[src/rtl/bpl_seq_pkg.sv]
package bpl_seq_pkg;

  typedef struct packed {
    logic       hit;
    logic [2:0] plane;
  } plane_sel_t;

  // Fixed interleave of planes over a slot group.
  function automatic plane_sel_t map_slot(input logic hi, input logic [2:0] s);
    plane_sel_t r;
    r.hit   = 1'b1;
    r.plane = 3'd0;
    if (hi) begin
      case (s[1:0])
        2'd0: r.plane = 3'd3;
        2'd1: r.plane = 3'd1;
        2'd2: r.plane = 3'd2;
        default: r.plane = 3'd0;
      endcase
    end else begin
      case (s)
        3'd1: r.plane = 3'd3;
        3'd2: r.plane = 3'd5;
        3'd3: r.plane = 3'd1;
        3'd5: r.plane = 3'd2;
        3'd6: r.plane = 3'd4;
        3'd7: r.plane = 3'd0;
        default: r.hit = 1'b0;
      endcase
    end
    return r;
  endfunction

endpackage

[src/rtl/bpl_win_regs.sv]
module bpl_win_regs #(
  parameter int ADDR_W    = 9,
  parameter int REG_W     = 16,
  parameter logic [ADDR_W-1:0] START_OFS = 9'h092,
  parameter logic [ADDR_W-1:0] STOP_OFS  = 9'h094
) (
  input  logic              clk,
  input  logic              rst_n,
  input  logic              wr,
  input  logic [ADDR_W-1:0] addr,
  input  logic [REG_W-1:0]  wdata,
  output logic [REG_W-1:0]  win_start,
  output logic [REG_W-1:0]  win_stop
);
  always_ff @(posedge clk) begin
    if (!rst_n) begin
      win_start <= '0;
      win_stop  <= '0;
    end else if (wr) begin
      if (addr == START_OFS) win_start <= wdata;
      if (addr == STOP_OFS)  win_stop  <= wdata;
    end
  end
endmodule

[src/rtl/bpl_win_flags.sv]
module bpl_win_flags #(
  parameter int SLOT_W = 9,
  parameter int LINE_W = 9,
  parameter int REG_W  = 16
) (
  input  logic              clk,
  input  logic              rst_n,
  input  logic              slot_valid,
  input  logic [SLOT_W-1:0] slot_idx,
  input  logic [REG_W-1:0]  win_start,
  input  logic [REG_W-1:0]  win_stop,
  input  logic              data_ack,
  input  logic              line_end,
  input  logic [LINE_W-1:0] new_line,
  input  logic [LINE_W-1:0] vwin_start,
  input  logic [LINE_W-1:0] vwin_stop,
  output logic              h_open,
  output logic              v_open
);
  localparam int PAD_W = REG_W - SLOT_W;

  logic [REG_W-1:0] slot_wide;
  logic start_hit, stop_hit, h_q, last_q, ending;

  assign slot_wide = {{PAD_W{1'b0}}, slot_idx};
  assign start_hit = slot_valid && (slot_wide == win_start);
  assign stop_hit  = slot_valid && (slot_wide == win_stop);
  assign h_open    = h_q || start_hit;
  assign ending    = last_q || stop_hit;

  always_ff @(posedge clk) begin
    if (!rst_n) begin
      h_q    <= 1'b0;
      last_q <= 1'b0;
      v_open <= 1'b0;
    end else if (line_end) begin
      h_q    <= 1'b0;
      last_q <= 1'b0;
      if (new_line == vwin_stop)       v_open <= 1'b0;
      else if (new_line == vwin_start) v_open <= 1'b1;
    end else begin
      last_q <= ending;
      h_q    <= h_open && !(data_ack && ending);
    end
  end
endmodule

[src/rtl/bpl_plane_map.sv]
module bpl_plane_map
  import bpl_seq_pkg::*;
#(
  parameter int SLOT_W  = 9,
  parameter int PLANE_W = 3
) (
  input  logic [SLOT_W-1:0]  slot_idx,
  input  logic               hires,
  input  logic [PLANE_W-1:0] plane_cnt,
  output logic               usable,
  output logic [PLANE_W-1:0] plane
);
  plane_sel_t sel;
  always_comb begin
    sel    = map_slot(hires, slot_idx[2:0]);
    plane  = sel.plane;
    usable = sel.hit && (sel.plane < plane_cnt);
  end
endmodule

[src/rtl/bpl_slot_seq.sv]
module bpl_slot_seq #(
  parameter int ADDR_W  = 9,
  parameter int REG_W   = 16,
  parameter int SLOT_W  = 9,
  parameter int LINE_W  = 9,
  parameter int PLANE_W = 3
) (
  input  logic               clk,
  input  logic               rst_n,
  input  logic               reg_wr,
  input  logic [ADDR_W-1:0]  reg_addr,
  input  logic [REG_W-1:0]   reg_wdata,
  input  logic               slot_valid,
  input  logic [SLOT_W-1:0]  slot_idx,
  input  logic               data_ack,
  input  logic               line_end,
  input  logic [LINE_W-1:0]  new_line,
  input  logic [LINE_W-1:0]  vwin_start,
  input  logic [LINE_W-1:0]  vwin_stop,
  input  logic               dma_bpl_en,
  input  logic               hires,
  input  logic [PLANE_W-1:0] plane_cnt,
  output logic               fetch_req,
  output logic [PLANE_W-1:0] fetch_plane,
  output logic               did_fetch,
  output logic               eol_modulo
);
  logic [REG_W-1:0]   win_start, win_stop;
  logic               h_open, v_open, usable, grant;
  logic [PLANE_W-1:0] plane;

  bpl_win_regs #(.ADDR_W(ADDR_W), .REG_W(REG_W)) regs_i (
    .clk(clk), .rst_n(rst_n), .wr(reg_wr), .addr(reg_addr), .wdata(reg_wdata),
    .win_start(win_start), .win_stop(win_stop)
  );

  bpl_win_flags #(.SLOT_W(SLOT_W), .LINE_W(LINE_W), .REG_W(REG_W)) flags_i (
    .clk(clk), .rst_n(rst_n), .slot_valid(slot_valid), .slot_idx(slot_idx),
    .win_start(win_start), .win_stop(win_stop), .data_ack(data_ack),
    .line_end(line_end), .new_line(new_line), .vwin_start(vwin_start),
    .vwin_stop(vwin_stop), .h_open(h_open), .v_open(v_open)
  );

  bpl_plane_map #(.SLOT_W(SLOT_W), .PLANE_W(PLANE_W)) map_i (
    .slot_idx(slot_idx), .hires(hires), .plane_cnt(plane_cnt),
    .usable(usable), .plane(plane)
  );

  assign grant = slot_valid && dma_bpl_en && h_open && v_open && usable;

  always_ff @(posedge clk) begin
    if (!rst_n) begin
      fetch_req   <= 1'b0;
      fetch_plane <= '0;
      did_fetch   <= 1'b0;
      eol_modulo  <= 1'b0;
    end else begin
      fetch_req   <= grant;
      fetch_plane <= grant ? plane : '0;
      eol_modulo  <= line_end && (did_fetch || grant);
      did_fetch   <= !line_end && (did_fetch || grant);
    end
  end
endmodule

[config.mk]
export PLATFORM = sky130hd
export DESIGN_NAME = bpl_slot_seq
export DESIGN_NICKNAME = d
export VERILOG_FILES = /design/src/rtl/bpl_seq_pkg.sv /design/src/rtl/bpl_win_regs.sv /design/src/rtl/bpl_win_flags.sv /design/src/rtl/bpl_plane_map.sv /design/src/rtl/bpl_slot_seq.sv
export SDC_FILE = /design/constraint.sdc
export NUM_CORES = 1
export LEC_CHECK = 0
export ABC_AREA = 1
export BUFFER_PORTS_ARGS = -buffer_cell sky130_fd_sc_hd__buf_2
export CORE_UTILIZATION = 50
export CTS_CLUSTER_DIAMETER = 150
export CTS_CLUSTER_SIZE = 8
export DETAILED_ROUTE_END_ITERATION = 8
export PLACE_DENSITY_LB_ADDON = 0.08
export SLEW_MARGIN = 20
export SYNTH_ARGS = -nofsm -noshare
export SYNTH_HDL_FRONTEND = slang
export SYNTH_SLANG_ARGS = --single-unit
[constraint.sdc]
create_clock -name clk -period 1.5 [get_ports clk]
set_input_delay 0.3 -clock clk [delete_from_list [all_inputs] [get_ports clk]]
set_output_delay 0.3 -clock clk [all_outputs]
set_load 0.01 [all_outputs]
# After elaboration in Yosys (flattened, before gate mapping)
# Index checks and enable logic that the tools add are counted.
[word_totals]
word_cells = 56
ff_bits = 41
[classes]
bitwise_logic = 1
muxes = 7
n_reduce_logical = 24
n_lt_le_gt_ge = 1
n_eq_ne = 14
[op_table]
columns = ["operator", "n"]
rows = [
  ["$eq 9x16->1", 2],
  ["$eq 9x8->1 const B", 2],
  ["$eq 9x9->1", 2],
  ["$pmux 3 s5", 1],
  ["$logic_and 1x1->1", 11],
  ["$eq 3x3->1 const B", 3],
  ["$reduce_and 2->1", 4],
  ["$eq 3x2->1 const B", 2],
  ["$pmux 2 s3", 1],
  ["$reduce_or 6->1", 1],
  ["$mux 1", 4],
  ["$eq 3x1->1 const B", 1],
  ["$logic_or 1x1->1", 3],
  ["$lt 3x3->1", 1],
  ["$mux 3", 1],
  ["$eq 2x1->1 const B", 1],
  ["$eq 2x2->1 const B", 1],
  ["$logic_not 1->1", 2],
  ["$logic_not 2->1", 1],
  ["$reduce_bool 2->1", 1],
  ["$reduce_or 2->1", 1],
  ["$not 1->1", 1],
]

# Longest topological paths before layout
[logic_depth]
depth_word = 8
ltp_mapped = 10
depth_no_buf = 9

# Cells and area by module
# From an unflattened synthesis, not the netlist that was laid out.
[hier_totals]
hier_cells = 417
hier_area_um2 = 2524.9
[by_module_without_submodules]
columns = ["module", "cells_per_inst", "instances", "area_each_um2", "seq_area_each_um2"]
rows = [
  ["bpl_win_regs", 210, 1, 1453.9, 640.6],
  ["bpl_win_flags", 164, 1, 765.7, 60.1],
  ["bpl_slot_seq", 23, 1, 190.2, 120.1],
  ["bpl_plane_map", 20, 1, 115.1, 0.0],
]

# Worst setup path after synthesis
# OpenSTA, ideal clock, no wires.
[synth_path]
path_kind = "in2reg"
start = "input port slot_idx[0]"
end = "register fetch_plane[0]"
t_arrival_ns = 1.351
path_buffers = 1
cell_stages = 8
setup_slack_ns = 0.083
setup_ns = 0.066
path_cell_list = "clkbuf_2 > o21ai_0 > ha_1 > nand2_1 > nand2_1 > a21oi_1 > nand3_1 > nor2_1"
[synth_between]
elab_chain_cells = 7
elab_cells_between_ends = 24
classes_between = "1 x order compare; 9 x eq/ne; 5 x mux; 9 x reduce/logical"
[synth_rtl]
columns = ["element", "line", "text"]
rows = [
  ["start: declaration", "bpl_slot_seq.sv:14", "input logic [SLOT_W-1:0] slot_idx,"],
  ["$eq 3x3->1 (tied with other cells)", "bpl_seq_pkg.sv:21", "case (s)"],
  ["$pmux 3 s5 or $pmux 2 s3 (tied branches)", "bpl_seq_pkg.sv:21, bpl_seq_pkg.sv:14", ""],
  ["$mux 3 *", "bpl_seq_pkg.sv:13", "if (hi) begin"],
  ["via map_i.plane[1]", "bpl_plane_map.sv:11", "output logic [PLANE_W-1:0] plane"],
  ["$lt 3x3->1 *", "bpl_plane_map.sv:17", "usable = sel.hit && (sel.plane < plane_cnt);"],
  ["$logic_and 1x1->1 *", "bpl_plane_map.sv:17", ""],
  ["$logic_and 1x1->1 *", "bpl_slot_seq.sv:49", "assign grant = slot_valid && dma_bpl_en && h_open && v_open && usable;"],
  ["$reduce_and 2->1 (no source line) *", "n/a", ""],
  ["end signal: assignment", "bpl_slot_seq.sv:59", "fetch_plane <= grant ? plane : '0;"],
  ["end: declaration", "bpl_slot_seq.sv:24", "output logic [PLANE_W-1:0] fetch_plane,"],
]
# Mark *: on every way through the listed nets, which the timed path passes. The rest lies on a longest branch.
# A chain may end at the register's enable or synchronous reset.

# Worst setup path in the final report
[layout_path]
start = "input port slot_idx[1]"
end = "register eol_modulo"
[layout_between]
elab_chain_cells = 8
elab_cells_between_ends = 25
classes_between = "1 x order compare; 9 x eq/ne; 5 x mux; 10 x reduce/logical"
[layout_rtl]
columns = ["element", "line", "text"]
rows = [
  ["$eq 3x3->1 (tied with other cells)", "bpl_seq_pkg.sv:21", ""],
  ["$pmux 3 s5 or $pmux 2 s3 (tied branches)", "bpl_seq_pkg.sv:21, bpl_seq_pkg.sv:14", ""],
  ["$mux 3 *", "bpl_seq_pkg.sv:13", ""],
  ["via map_i.plane[1]", "bpl_plane_map.sv:11", ""],
  ["$lt 3x3->1 *", "bpl_plane_map.sv:17", ""],
  ["$logic_and 1x1->1 *", "bpl_plane_map.sv:17", ""],
  ["$logic_and 1x1->1 *", "bpl_slot_seq.sv:49", ""],
  ["$logic_or 1x1->1 *", "bpl_slot_seq.sv:60", "eol_modulo <= line_end && (did_fetch || grant);"],
  ["$logic_and 1x1->1 *", "bpl_slot_seq.sv:60", ""],
  ["end signal: assignment", "bpl_slot_seq.sv:60", ""],
  ["end: declaration", "bpl_slot_seq.sv:26", "output logic eol_modulo"],
]
# Marked as above.

==> results.yml <==
synthesis:
  netlist.area_leader.share: 0.373
  synthTopCellsByArea: "dfxtp_1 (37%), nor2_1 (16%), nand2_1 (7.7%)"
  syn_inst: 322
  synth.most_common_cell: "nor2_1"
  synth_cell_types: 27
  ys_seq_area_frac: 0.373
  syn_nets: 396
  synth_edf_count: 0
  syn_area_um2: 2200
  syn_area_per_cell_um2: 6.83
  synth_warnings: 0
  synth-seq-cells: 41
  synth_flop_cell: "dfxtp_1"
  synth_commonest_cells: "nor2_1 (92), nand2_1 (45), dfxtp_1 (41)"
  synthArstFlopShare: 0
  yosysTopAreaCell: "dfxtp_1"
sta:
  worst_pin_slew_ns: 0.285
  finalClockSkew_ns: 0.00866
  fin_crit_sh: 0.866
  maxSlewHeadroom: 0.808
  maxSlewViolCount: 0
  hold_violations: 0
  rsz0062_at_grt: "false"
  setup_tns_ns: 0
  max_freq_mhz: 770
  report.final.setup_viol: 0
  min_period_ns: 1.30
  hold_ws_ns: 0.185
critical_path:
  r2r-start: "regs_i.win_start[15]$_SDFFE_PN0P_"
  crit_buf_inv: 2
  worst-r2r-cell-count: 8
  worstPathArrival_ns: 1.53
  end_kind: "flip-flop"
  worstSetupEndpoint: "eol_modulo$_SDFF_PN0_"
  critPathMaxFanout: 5
  r2r-end: "eol_modulo$_SDFF_PN0_"
  critPathTopFamily: "compound AO/OA/AOI/OAI gates"
  crit_path_cell_trace: "buf_2 > inv_1 > nand3_1 > o21ai_0 > ha_1 > nand2_1 > nand2_1 > a21oi_1 > nand2_1 > a21oi_1"
  start_kind: "input port"
  crit_start: "slot_idx[1]"
  cp_common_cell: "nand2_1"
  required_ns: 1.73
  max_stage_delay_ns: 0.28
  reg2reg_slack_ns: 0.30
  critPathSlowestCell: "ha_1"
  worstSetupPathType: "in2reg"
  crit_cells: 10
placed_design:
  io_buffer_count: 77
  gp_congestion: 0.732
  post-place-cells: 448
  dpl.hpwl_um: 3620
finish:
  layout.cells.non_filler: 455
  fin_util: 0.678
  nNetsFinal: 479
  drive_gt1_frac: 0.252
  syn2layout_area_growth_pct: 26.8
  diodes: 0
pwr:
  swShare: 0.233
  power_switching_uw: 522
  combPwrFrac: 0.136
  p_int_mw: 1.72
  p_seq_frac: 0.486
  max-vdd-ir-drop_uv: 641
  power.leakage_nw: 1.29
  p_per_area_nw_per_um2: 804
  power.clock.fraction: 0.379
  p_total_mw: 2.24
clock_network:
  clock_latency_ns: 0.29
  clk_pin_slew_ns: 0.08
  numCtsBuffers: 5
  cts_tree: "built"
  cts_buffer_depth: 2
  cts_max_level: 2
  ctsRootBufferMaster: "clkbuf_8"
  cts.sinks: 41
  postCtsSetupBuffers: 0
route:
  vias: 2143
  via_per_inst: 4.71
  drtIter0Drc: 94
  wire_per_inst_um: 10.2
  wl_um: 4640
  drtPass1Iterations: 4
  drcViolationCount: 0
  ant_nets: 0
floorplanning:
  num_rows: 23
  ios: 78
  die_w_um: 68.3
  die_h_um: 68.3
  die_area_um2: 4670
  fp.coreArea_um2: 4120
  initial_core_util: 0.535
global_route:
  grt_pass1_vias: 1837
  antenna_found_initial: 0
  grt_start_max_net_pins: 24
  grt_pass1_wl_um: 7310
  grt_overflow: 0
  grtUsageTotal: 0.213
run:
  maxCapViolations: 0
min_path:
  min_path_type: "in2reg"
run_status:
  status: "completed"
## layout by cell type (no fill, tap or decap), drive strengths merged, types with 3 or more instances in the layout
master	synthesis	routed
inv	38	38
nand2	45	45
buf	4	85
o22ai	3	3
nand4	5	5
xor2	5	5
dfxtp	41	41
nand3	9	9
nor2	93	93
or2	3	3
o21ai	37	37
nor4	5	5
xnor2	15	15
clkbuf	5	5
a21oi	7	7
## cells by family (layout without fill, tap and decap cells)
logic type / count (synthesis) / in the layout / synth area share
buffers and inverters: 47 / 130 / 0.0944
and+or+nand+nor: 164 / 164 / 0.330
DFF: 41 / 41 / 0.373
AOI/OAI and AO/OA: 48 / 48 / 0.112
adders and majority gates: 2 / 2 / 0.0114
xor gates and xnor gates: 20 / 20 / 0.0796
## sequential cells by signal, indices dropped and copies added, names as in the netlist
register and cells:
flags_i.h_q 1, did_fetch 1, fetch_req 1, fetch_plane 3, flags_i.last_q 1, flags_i.v_open 1
regs_i.win_start 16, eol_modulo 1, regs_i.win_stop 16
## power groups by stage
stage | clock network, mW | logic, mW | registers [mW]
finish | 0.849 | 0.304 | 1.09
global route | 0.917 | 0.345 | 1.09
CTS | 0.867 | 0.306 | 1.09
detailed placement | 0 | 0.304 | 1.11
global placement | 0 | 0.302 | 1.11
floorplan | 0 | 0.148 | 1.11
## layout make-up
cell class,instances,area [µm²]
fill,415,1330
multi-input combinational,234,1180
sequential,41,821
timing repair buffer,85,483
inverter,38,143
clock buffer,5,68.8
tap,50,62.6
clock inverter,2,35.0
## how the worst min path moves through the flow
stage | end | depth (start not counted) | startpoint
3_5_place_dp | flags_i.last_q$_SDFF_PP0_ | 2 | flags_i.last_q$_SDFF_PP0_
3_3_place_gp | flags_i.last_q$_SDFF_PP0_ | 2 | flags_i.last_q$_SDFF_PP0_
5_1_grt | flags_i.h_q$_SDFF_PP0_ | 2 | data_ack
2_1_floorplan | flags_i.h_q$_SDFF_PP0_ | 1 | data_ack
6_report | flags_i.h_q$_SDFF_PP0_ | 2 | data_ack
4_1_cts | flags_i.h_q$_SDFF_PP0_ | 2 | data_ack
## through the flow
step                      worst slack, ns  area (µm²)
after floorplan                    0.0834        2200
final                               0.202        2790
after global routing               0.0344        2790
after CTS                           0.194        2790
after global placement            -0.0468        2680
after detailed placement           -0.112        2680
## layer usage
metal / part of all wire / up-vias / wire length, µm / GRT usage
li1: - / 1174 / - / -
met1: 0.48 / 909 / 2220 / 0.230
met2: 0.46 / 53 / 2130 / 0.388
met3: 0.050 / 7 / 234 / 0.0550
met4: 0.014 / 0 / 63 / 0.0859
met5: 0 / - / 0 / 0
## what timing repair did
action	4_1_cts	5_1_grt
setup endpoints to repair	0	1
hold buffers	0	0
endpoints found under the hold margin	0	0
gates resized for setup	0	1
No activity file was read; power rests on OpenSTA's default activity.
